[src/rtl/mct_pkg.sv]
`timescale 1ns/1ps
package mct_pkg;
  // fixed part of the register map; array windows follow A_MV0
  localparam int unsigned A_FLAGS = 0;
  localparam int unsigned A_CTRL  = 1;
  localparam int unsigned A_COUNT = 2;
  localparam int unsigned A_PRLIM = 3;
  localparam int unsigned A_PRCNT = 4;
  localparam int unsigned A_MCTL  = 5;
  localparam int unsigned A_MV0   = 6;

  typedef enum logic [1:0] {
    PIN_KEEP = 2'd0,
    PIN_LOW  = 2'd1,
    PIN_HIGH = 2'd2,
    PIN_FLIP = 2'd3
  } pin_act_e;

  typedef enum logic [1:0] {
    CM_TIMER = 2'd0,
    CM_RISE  = 2'd1,
    CM_FALL  = 2'd2,
    CM_BOTH  = 2'd3
  } cnt_mode_e;
endpackage

[src/rtl/mct_edge_sync.sv]
`timescale 1ns/1ps
module mct_edge_sync #(
  parameter int STAGES = 2
) (
  input  logic clk,
  input  logic rst,
  input  logic pin,
  output logic rise,
  output logic fall
);
  logic [STAGES-1:0] chain_q;
  logic              last_q;

  always_ff @(posedge clk) begin
    if (rst) begin
      chain_q <= '0;
      last_q  <= 1'b0;
    end else begin
      chain_q <= {chain_q[STAGES-2:0], pin};
      last_q  <= chain_q[STAGES-1];
    end
  end

  assign rise = chain_q[STAGES-1] & ~last_q;
  assign fall = ~chain_q[STAGES-1] & last_q;
endmodule

[src/rtl/mct_prescale.sv]
`timescale 1ns/1ps
module mct_prescale #(
  parameter int W = 32
) (
  input  logic         clk,
  input  logic         rst,
  input  logic         run,
  input  logic         clr,
  input  logic [W-1:0] limit,
  output logic         tick,
  output logic [W-1:0] count
);
  logic [W-1:0] cnt_q;

  assign tick  = run && (cnt_q >= limit);
  assign count = cnt_q;

  always_ff @(posedge clk) begin
    if (rst || clr)  cnt_q <= '0;
    else if (run)    cnt_q <= tick ? '0 : cnt_q + 1'b1;
  end
endmodule

[src/rtl/mct_match_chan.sv]
`timescale 1ns/1ps
module mct_match_chan
  import mct_pkg::*;
#(
  parameter int W = 32
) (
  input  logic [W-1:0] count,
  input  logic [W-1:0] value,
  input  logic         tick,
  input  logic [2:0]   cfg,
  input  logic [1:0]   act,
  input  logic         pin_base,
  output logic         evt,
  output logic         flag_set,
  output logic         zero_req,
  output logic         halt_req,
  output logic         pin_next
);
  assign evt      = tick && (count == value);
  assign flag_set = evt & cfg[0];
  assign zero_req = evt & cfg[1];
  assign halt_req = evt & cfg[2];

  always_comb begin
    pin_next = pin_base;
    if (evt) begin
      case (pin_act_e'(act))
        PIN_LOW:  pin_next = 1'b0;
        PIN_HIGH: pin_next = 1'b1;
        PIN_FLIP: pin_next = ~pin_base;
        default:  pin_next = pin_base;
      endcase
    end
  end
endmodule

[src/rtl/mct_timer.sv]
`timescale 1ns/1ps
module mct_timer
  import mct_pkg::*;
#(
  parameter int W  = 32,
  parameter int NM = 4,
  parameter int NC = 2,
  parameter int AW = 4
) (
  input  logic          clk,
  input  logic          rst,
  input  logic          bus_wr,
  input  logic [AW-1:0] bus_addr,
  input  logic [W-1:0]  bus_wdata,
  output logic [W-1:0]  bus_rdata,
  input  logic [NC-1:0] cap_in,
  output logic [NM-1:0] mat_out,
  output logic          irq
);
  localparam int MCW    = 3 * NM;
  localparam int CCW    = 3 * NC;
  localparam int FLW    = NM + NC;
  localparam int SELW   = (NC > 1) ? $clog2(NC) : 1;
  localparam int unsigned A_CCTL   = A_MV0 + NM;
  localparam int unsigned A_CV0    = A_CCTL + 1;
  localparam int unsigned A_EXT    = A_CV0 + NC;
  localparam int unsigned A_CNTCTL = A_EXT + 1;

  // register state
  logic             run_q, zero_q;
  logic [W-1:0]     tc_q, pr_q;
  logic [MCW-1:0]   mctl_q;
  logic [W-1:0]     mv_q [NM];
  logic [CCW-1:0]   cctl_q;
  logic [W-1:0]     cv_q [NC];
  logic [NM-1:0]    ext_state_q;
  logic [2*NM-1:0]  ext_act_q;
  logic [3:0]       cntctl_q;
  logic [FLW-1:0]   flags_q;
  logic [W-1:0]     rdata_q;
  logic             irq_q;

  // write decodes
  logic wr_flags, wr_ctrl, wr_prlim, wr_mctl, wr_cctl, wr_ext, wr_cntctl;
  assign wr_flags  = bus_wr && (bus_addr == AW'(A_FLAGS));
  assign wr_ctrl   = bus_wr && (bus_addr == AW'(A_CTRL));
  assign wr_prlim  = bus_wr && (bus_addr == AW'(A_PRLIM));
  assign wr_mctl   = bus_wr && (bus_addr == AW'(A_MCTL));
  assign wr_cctl   = bus_wr && (bus_addr == AW'(A_CCTL));
  assign wr_ext    = bus_wr && (bus_addr == AW'(A_EXT));
  assign wr_cntctl = bus_wr && (bus_addr == AW'(A_CNTCTL));

  // count source selection
  logic [NC-1:0] rise_v, fall_v;
  logic          timer_mode, ps_tick, cnt_edge, tick, active;
  logic [W-1:0]  pc;
  logic [SELW-1:0] sel_idx;

  assign timer_mode = (cnt_mode_e'(cntctl_q[1:0]) == CM_TIMER);
  assign active     = run_q && !zero_q;
  assign sel_idx    = cntctl_q[2 +: SELW];

  always_comb begin
    case (cnt_mode_e'(cntctl_q[1:0]))
      CM_RISE: cnt_edge = rise_v[sel_idx];
      CM_FALL: cnt_edge = fall_v[sel_idx];
      CM_BOTH: cnt_edge = rise_v[sel_idx] | fall_v[sel_idx];
      default: cnt_edge = 1'b0;
    endcase
  end

  mct_prescale #(.W(W)) u_ps (
    .clk   (clk),
    .rst   (rst),
    .run   (active && timer_mode),
    .clr   (zero_q),
    .limit (pr_q),
    .tick  (ps_tick),
    .count (pc)
  );

  assign tick = active && (timer_mode ? ps_tick : cnt_edge);

  // match channels
  logic [NM-1:0]  match_evt_v, mflag_v, zreq_v, hreq_v, pin_next_v, ext_base;
  logic [FLW-1:0] int_en_v, set_vec;
  logic           zero_any, stop_any;

  assign ext_base = wr_ext ? bus_wdata[NM-1:0] : ext_state_q;

  for (genvar n = 0; n < NM; n++) begin : g_match
    mct_match_chan #(.W(W)) u_ch (
      .count    (tc_q),
      .value    (mv_q[n]),
      .tick     (tick),
      .cfg      (mctl_q[3*n +: 3]),
      .act      (ext_act_q[2*n +: 2]),
      .pin_base (ext_base[n]),
      .evt      (match_evt_v[n]),
      .flag_set (mflag_v[n]),
      .zero_req (zreq_v[n]),
      .halt_req (hreq_v[n]),
      .pin_next (pin_next_v[n])
    );
    assign int_en_v[n] = mctl_q[3*n];
  end

  assign zero_any = |zreq_v;
  assign stop_any = |hreq_v;

  // capture channels
  logic [NC-1:0] cap_evt_v, cflag_v;

  for (genvar n = 0; n < NC; n++) begin : g_cap
    logic [W-1:0] hold_q;
    mct_edge_sync #(.STAGES(2)) u_sync (
      .clk  (clk),
      .rst  (rst),
      .pin  (cap_in[n]),
      .rise (rise_v[n]),
      .fall (fall_v[n])
    );
    assign cap_evt_v[n]     = (rise_v[n] & cctl_q[3*n]) | (fall_v[n] & cctl_q[3*n+1]);
    assign cflag_v[n]       = cap_evt_v[n] & cctl_q[3*n+2];
    assign int_en_v[NM + n] = cctl_q[3*n+2];
    always_ff @(posedge clk) begin
      if (rst)               hold_q <= '0;
      else if (cap_evt_v[n]) hold_q <= tc_q;
    end
    assign cv_q[n] = hold_q;
  end

  assign set_vec = {cflag_v, mflag_v};

  // control, counter and configuration registers
  always_ff @(posedge clk) begin
    if (rst) begin
      run_q       <= 1'b0;
      zero_q      <= 1'b0;
      tc_q        <= '0;
      pr_q        <= '0;
      mctl_q      <= '0;
      cctl_q      <= '0;
      ext_state_q <= '0;
      ext_act_q   <= '0;
      cntctl_q    <= '0;
      flags_q     <= '0;
      irq_q       <= 1'b0;
      for (int i = 0; i < NM; i++) mv_q[i] <= '0;
    end else begin
      if (wr_ctrl) begin
        run_q  <= bus_wdata[0];
        zero_q <= bus_wdata[1];
      end
      if (stop_any) run_q <= 1'b0;

      if (zero_q)        tc_q <= '0;
      else if (tick) begin
        if (zero_any)      tc_q <= '0;
        else if (!stop_any) tc_q <= tc_q + 1'b1;
      end

      if (wr_prlim)  pr_q     <= bus_wdata;
      if (wr_mctl)   mctl_q   <= bus_wdata[MCW-1:0];
      if (wr_cctl)   cctl_q   <= bus_wdata[CCW-1:0];
      if (wr_cntctl) cntctl_q <= bus_wdata[3:0];
      if (wr_ext)    ext_act_q <= bus_wdata[NM +: 2*NM];
      ext_state_q <= pin_next_v;

      for (int i = 0; i < NM; i++)
        if (bus_wr && (bus_addr == AW'(A_MV0 + i))) mv_q[i] <= bus_wdata;

      flags_q <= (flags_q & ~(wr_flags ? bus_wdata[FLW-1:0] : '0)) | set_vec;
      irq_q   <= |(flags_q & int_en_v);
    end
  end

  // read port
  logic [W-1:0] rd_mux;
  always_comb begin
    rd_mux = '0;
    case (bus_addr)
      AW'(A_FLAGS):  rd_mux = W'(flags_q);
      AW'(A_CTRL):   rd_mux = W'({zero_q, run_q});
      AW'(A_COUNT):  rd_mux = tc_q;
      AW'(A_PRLIM):  rd_mux = pr_q;
      AW'(A_PRCNT):  rd_mux = pc;
      AW'(A_MCTL):   rd_mux = W'(mctl_q);
      AW'(A_CCTL):   rd_mux = W'(cctl_q);
      AW'(A_EXT):    rd_mux = W'({ext_act_q, ext_state_q});
      AW'(A_CNTCTL): rd_mux = W'(cntctl_q);
      default:       rd_mux = '0;
    endcase
    for (int i = 0; i < NM; i++)
      if (bus_addr == AW'(A_MV0 + i)) rd_mux = mv_q[i];
    for (int i = 0; i < NC; i++)
      if (bus_addr == AW'(A_CV0 + i)) rd_mux = cv_q[i];
  end

  always_ff @(posedge clk) begin
    if (rst) rdata_q <= '0;
    else     rdata_q <= rd_mux;
  end

  assign bus_rdata = rdata_q;
  assign mat_out   = ext_state_q;
  assign irq       = irq_q;
endmodule

[config.mk]
export PLATFORM = sky130hd
export DESIGN_NAME = mct_timer
export DESIGN_NICKNAME = d
export VERILOG_FILES = /design/src/rtl/mct_pkg.sv /design/src/rtl/mct_edge_sync.sv /design/src/rtl/mct_prescale.sv /design/src/rtl/mct_match_chan.sv /design/src/rtl/mct_timer.sv
export SDC_FILE = /design/constraint.sdc
export NUM_CORES = 1
export LEC_CHECK = 0
export ABC_AREA = 1
export BUFFER_PORTS_ARGS = -buffer_cell sky130_fd_sc_hd__buf_2
export CORE_ASPECT_RATIO = 1.4
export CORE_MARGIN = 1
export CORE_UTILIZATION = 56
export DETAILED_ROUTE_END_ITERATION = 10
export GPL_TIMING_DRIVEN = 0
export HOLD_SLACK_MARGIN = 0.05
export PLACE_DENSITY = 0.76
export SLEW_MARGIN = 20
export SYNTH_ARGS = -nofsm -noshare
export SYNTH_HDL_FRONTEND = slang
export SYNTH_SLANG_ARGS = --single-unit
[constraint.sdc]
create_clock -name clk -period 4.9 [get_ports clk]
set_input_delay 0.98 -clock clk [delete_from_list [all_inputs] [get_ports clk]]
set_output_delay 0.98 -clock clk [all_outputs]
set_load 0.02 [all_outputs]
==> metrics <==
outcome=finished with violations; failing checks=DRC; setup ws final=1140 ps; largest net degree at the start of global routing=22; Max-slew headroom=25.3%; 1st-iter DRT viols=1962; hold path start=g_cap[1].u_sync.chain_q[0]$_SDFF_PP0_; Hold Path Cell Cnt=2; WP data required=5150 ps; buffers added on ports=76; # DRC=1; P_leak=0.00847 uW; Max Cap Viol=0; setup slack, reg-to-reg=1900 ps; Slowest-stage cell, CP=nor2_1; Final Setup Violations=0; routing usage on met3=5.95%; Core Footprint=33900 um^2; placer congestion estimate=1.07; most common cell in the netlist=nand2_1; top cells by count, synth=nand2_1, nor2_1, dfxtp_1, inv_1, a21oi_1; Fin Hold WS=401 ps; hold buffer count at CTS=0; clk buf depth=3; total die area=35100 um^2; ys async rst share=0%; CTS tree=built; GRT Util Overall=38.1%; Slew Limit Fails=0; FP Rows=80; Cell variety after synth=56; pwr dens=320 nW/um^2; Initial Util=56.7%; GR Layer Usage met2=60.9%; RR Endpoint=mat_out[3]$_SDFF_PP0_; EDFF count, synth=128; antenna-violating nets left=0; CTS root buffer=clkbuf_16; RSZ-0062 raised after global routing=no; area leader, netlist=dfxtp_1; Area contributors post-synth=dfxtp_1, edfxtp_1, nand2_1; share of cells above drive strength 1=11.9%; Post-Syn Area=19200 um^2; Fmax achieved=266 MHz; top-level I/O count=78; Fill cells=2962; worst hold path type=reg -> reg; Reg2Reg Launch Point=u_ps.count[0]$_SDFFE_PP0P_; Period Utilization, post-route=76.7%; startpoint types=input port; Critical Path Most Common Cell=inv_1; number of H-tree levels=2; GR peak layer=met2; Finished Core Util=63.8%; final hold violation count=0; WHS Endpoint=g_cap[1].u_sync.chain_q[1]$_SDFF_PP0_; final layout net count=2637; Post-Syn Area per Cell=7.89 um^2; detailed-router iteration count before antenna repair=10; Die Y-Extent=221 um; clk_lat worst skew=550 ps; worst vdd ir=337 uV; wire length per cell=21.8 um; Tmin final=3760 ps; Overall Power=6920 uW; Die Wd=159 um; via/cell ratio=6.02; maximum fanout along the worst path=20; critical path type=in -> reg; Worst Path Arrival=4010 ps; clk slew on worst S/H paths=60 ps; post-DP HPWL=51600 um; Max stage delay on crit path=810 ps; Seq/Total Area, Yosys=45.0%; crit path cell chain=buf_2, inv_1, nor2_1, inv_1, nor2_1, inv_1, clkbuf_1, o21ai_4, buf_16; critical path capture point type=register; number of setup buffers added after CTS=0; flops & latches, synth=369; grt ovf=0; met1 Usage GRT=46.2%; antenna violations before repair=1; post-detailed-routing wire length=66300 um; Synth top area share=25.1%; DP Worst Slack=734 ps; global-route wire length before repair=99400 um; total CTS buffers=39; CTS Sinks=369; synth warn=0; Layout Skew=13.6 ps; post_cts resized=0; top_reg_cell synth=dfxtp_1; Synth Instances=2441; Area Overhead vs Synth=12.5%; worst slew pin tran=1120 ps; Antenna Cells=0; vias=18300; Synth Net Count=2516; vias in the first global route=17200; reg2reg path depth=18
how the worst max path moves through the flow:
stage	startpoint	endpoint	slack, ps	depth (start not counted)
after global placement	bus_addr[3]	mv_q[2][4]$_SDFFCE_PN0P_	-2030	8
final	bus_addr[3]	mv_q[3][2]$_SDFFCE_PN0P_	1140	9
after detailed placement	bus_addr[3]	mv_q[3][2]$_SDFFCE_PN0P_	730	9
after CTS	bus_addr[3]	mv_q[3][2]$_SDFFCE_PN0P_	1280	9
after global routing	bus_addr[3]	mv_q[3][1]$_SDFFCE_PN0P_	1090	9
after floorplan	bus_addr[3]	mv_q[3][0]$_SDFFCE_PN0P_	190	7
per-stage QoR:
stage / TNS, ps / cell area (um^2) / cells
after global placement: -205050 / 20200 / 2968
final: 0 / 21700 / 3042
after detailed placement: 0 / 20400 / 2972
after floorplan: 0 / 19200 / 2441
after CTS: 0 / 21700 / 3042
after global routing: 0 / 21700 / 3042
final cells by class:
| class | count | area, um^2 | area share (%) |
|---|---|---|---|
| Multi-Input combinational cell | 1675 | 8950 | 41.3 |
| Tap cell | 451 | 564 | 2.61 |
| Inverter | 261 | 981 | 4.53 |
| Clock inverter | 17 | 121 | 0.560 |
| Sequential cell | 369 | 8670 | 40.0 |
| Timing Repair Buffer | 80 | 490 | 2.26 |
| Clock buffer | 53 | 1180 | 5.47 |
| Buffer | 136 | 696 | 3.21 |
worst max-delay path, delay by kind of cell:
kind	cells	cell delay, ps
buf+inv	6	1440
compound gates	1	530
simple gates	2	1020
kinds of logic after synthesis:
kind of cell / share of synthesized area, %
AND/OR/NAND/NOR: 23.4
XOR/XNOR: 5.87
buffers and inverters: 8.71
flip-flops: 45.0
AO/OA/AOI/OAI: 14.8
adder cells (fa/ha/maj): 2.21
cells in the final DEF, fill, tap and decap left out, types with 5 or more instances in the layout:
| cell type | synthesis | layout |
|---|---|---|
| a2111oi_0 | 5 | 5 |
| a211oi_1 | 9 | 9 |
| a21oi_1 | 219 | 219 |
| a21oi_2 | 17 | 17 |
| a221oi_1 | 10 | 10 |
| a31oi_1 | 17 | 17 |
| buf_2 | 29 | 105 |
| buf_4 | 7 | 7 |
| buf_6 | 12 | 12 |
| clkbuf_1 | 82 | 86 |
| clkbuf_16 | 0 | 44 |
| clkbuf_8 | 0 | 5 |
| clkinv_2 | 1 | 11 |
| dfxtp_1 | 241 | 241 |
| edfxtp_1 | 128 | 128 |
| ha_1 | 34 | 34 |
| inv_1 | 241 | 241 |
| inv_2 | 16 | 16 |
| nand2_1 | 404 | 404 |
| nand2_2 | 27 | 27 |
| nand3_1 | 92 | 92 |
| nand4_1 | 69 | 69 |
| nor2_1 | 278 | 277 |
| nor2_2 | 8 | 9 |
| nor3_1 | 49 | 49 |
| nor3_2 | 5 | 5 |
| nor3b_1 | 7 | 7 |
| nor4_1 | 23 | 23 |
| o2111ai_1 | 6 | 6 |
| o21ai_0 | 174 | 170 |
| o221ai_1 | 7 | 7 |
| o22ai_1 | 32 | 32 |
| or2_2 | 19 | 19 |
| xnor2_1 | 78 | 78 |
| xor2_1 | 51 | 51 |
report_power, final:
part / switching [uW] / total [uW] / internal (uW) / leakage (uW)
logic: 374 / 544 / 170 / 0.00464
clock network: 1290 / 3050 / 1760 / 0.000655
registers: 62.4 / 3330 / 3270 / 0.00317
total: 1730 / 6920 / 5190 / 0.00847
sequential cells by signal, summed over array words and instances, names as in the netlist, 2 cells and up:
signal / flops
g_cap.u_sync.last_q: 2
g_cap.u_sync.chain_q: 4
u_ps.count: 32
mat_out: 4
pr_q: 32
mv_q: 128
tc_q: 32
cntctl_q: 4
g_cap.hold_q: 64
ext_act_q: 8
mctl_q: 12
flags_q: 6
cctl_q: 6
bus_rdata: 32
per-layer routing:
metal  part of all wire [%]  wire length [um]
met3                    9.0              5960
met2                     46             30700
met4                    8.0              5320
met1                     37             24300
met5                  0.018                12
No activity file was read; power rests on OpenSTA's default activity.
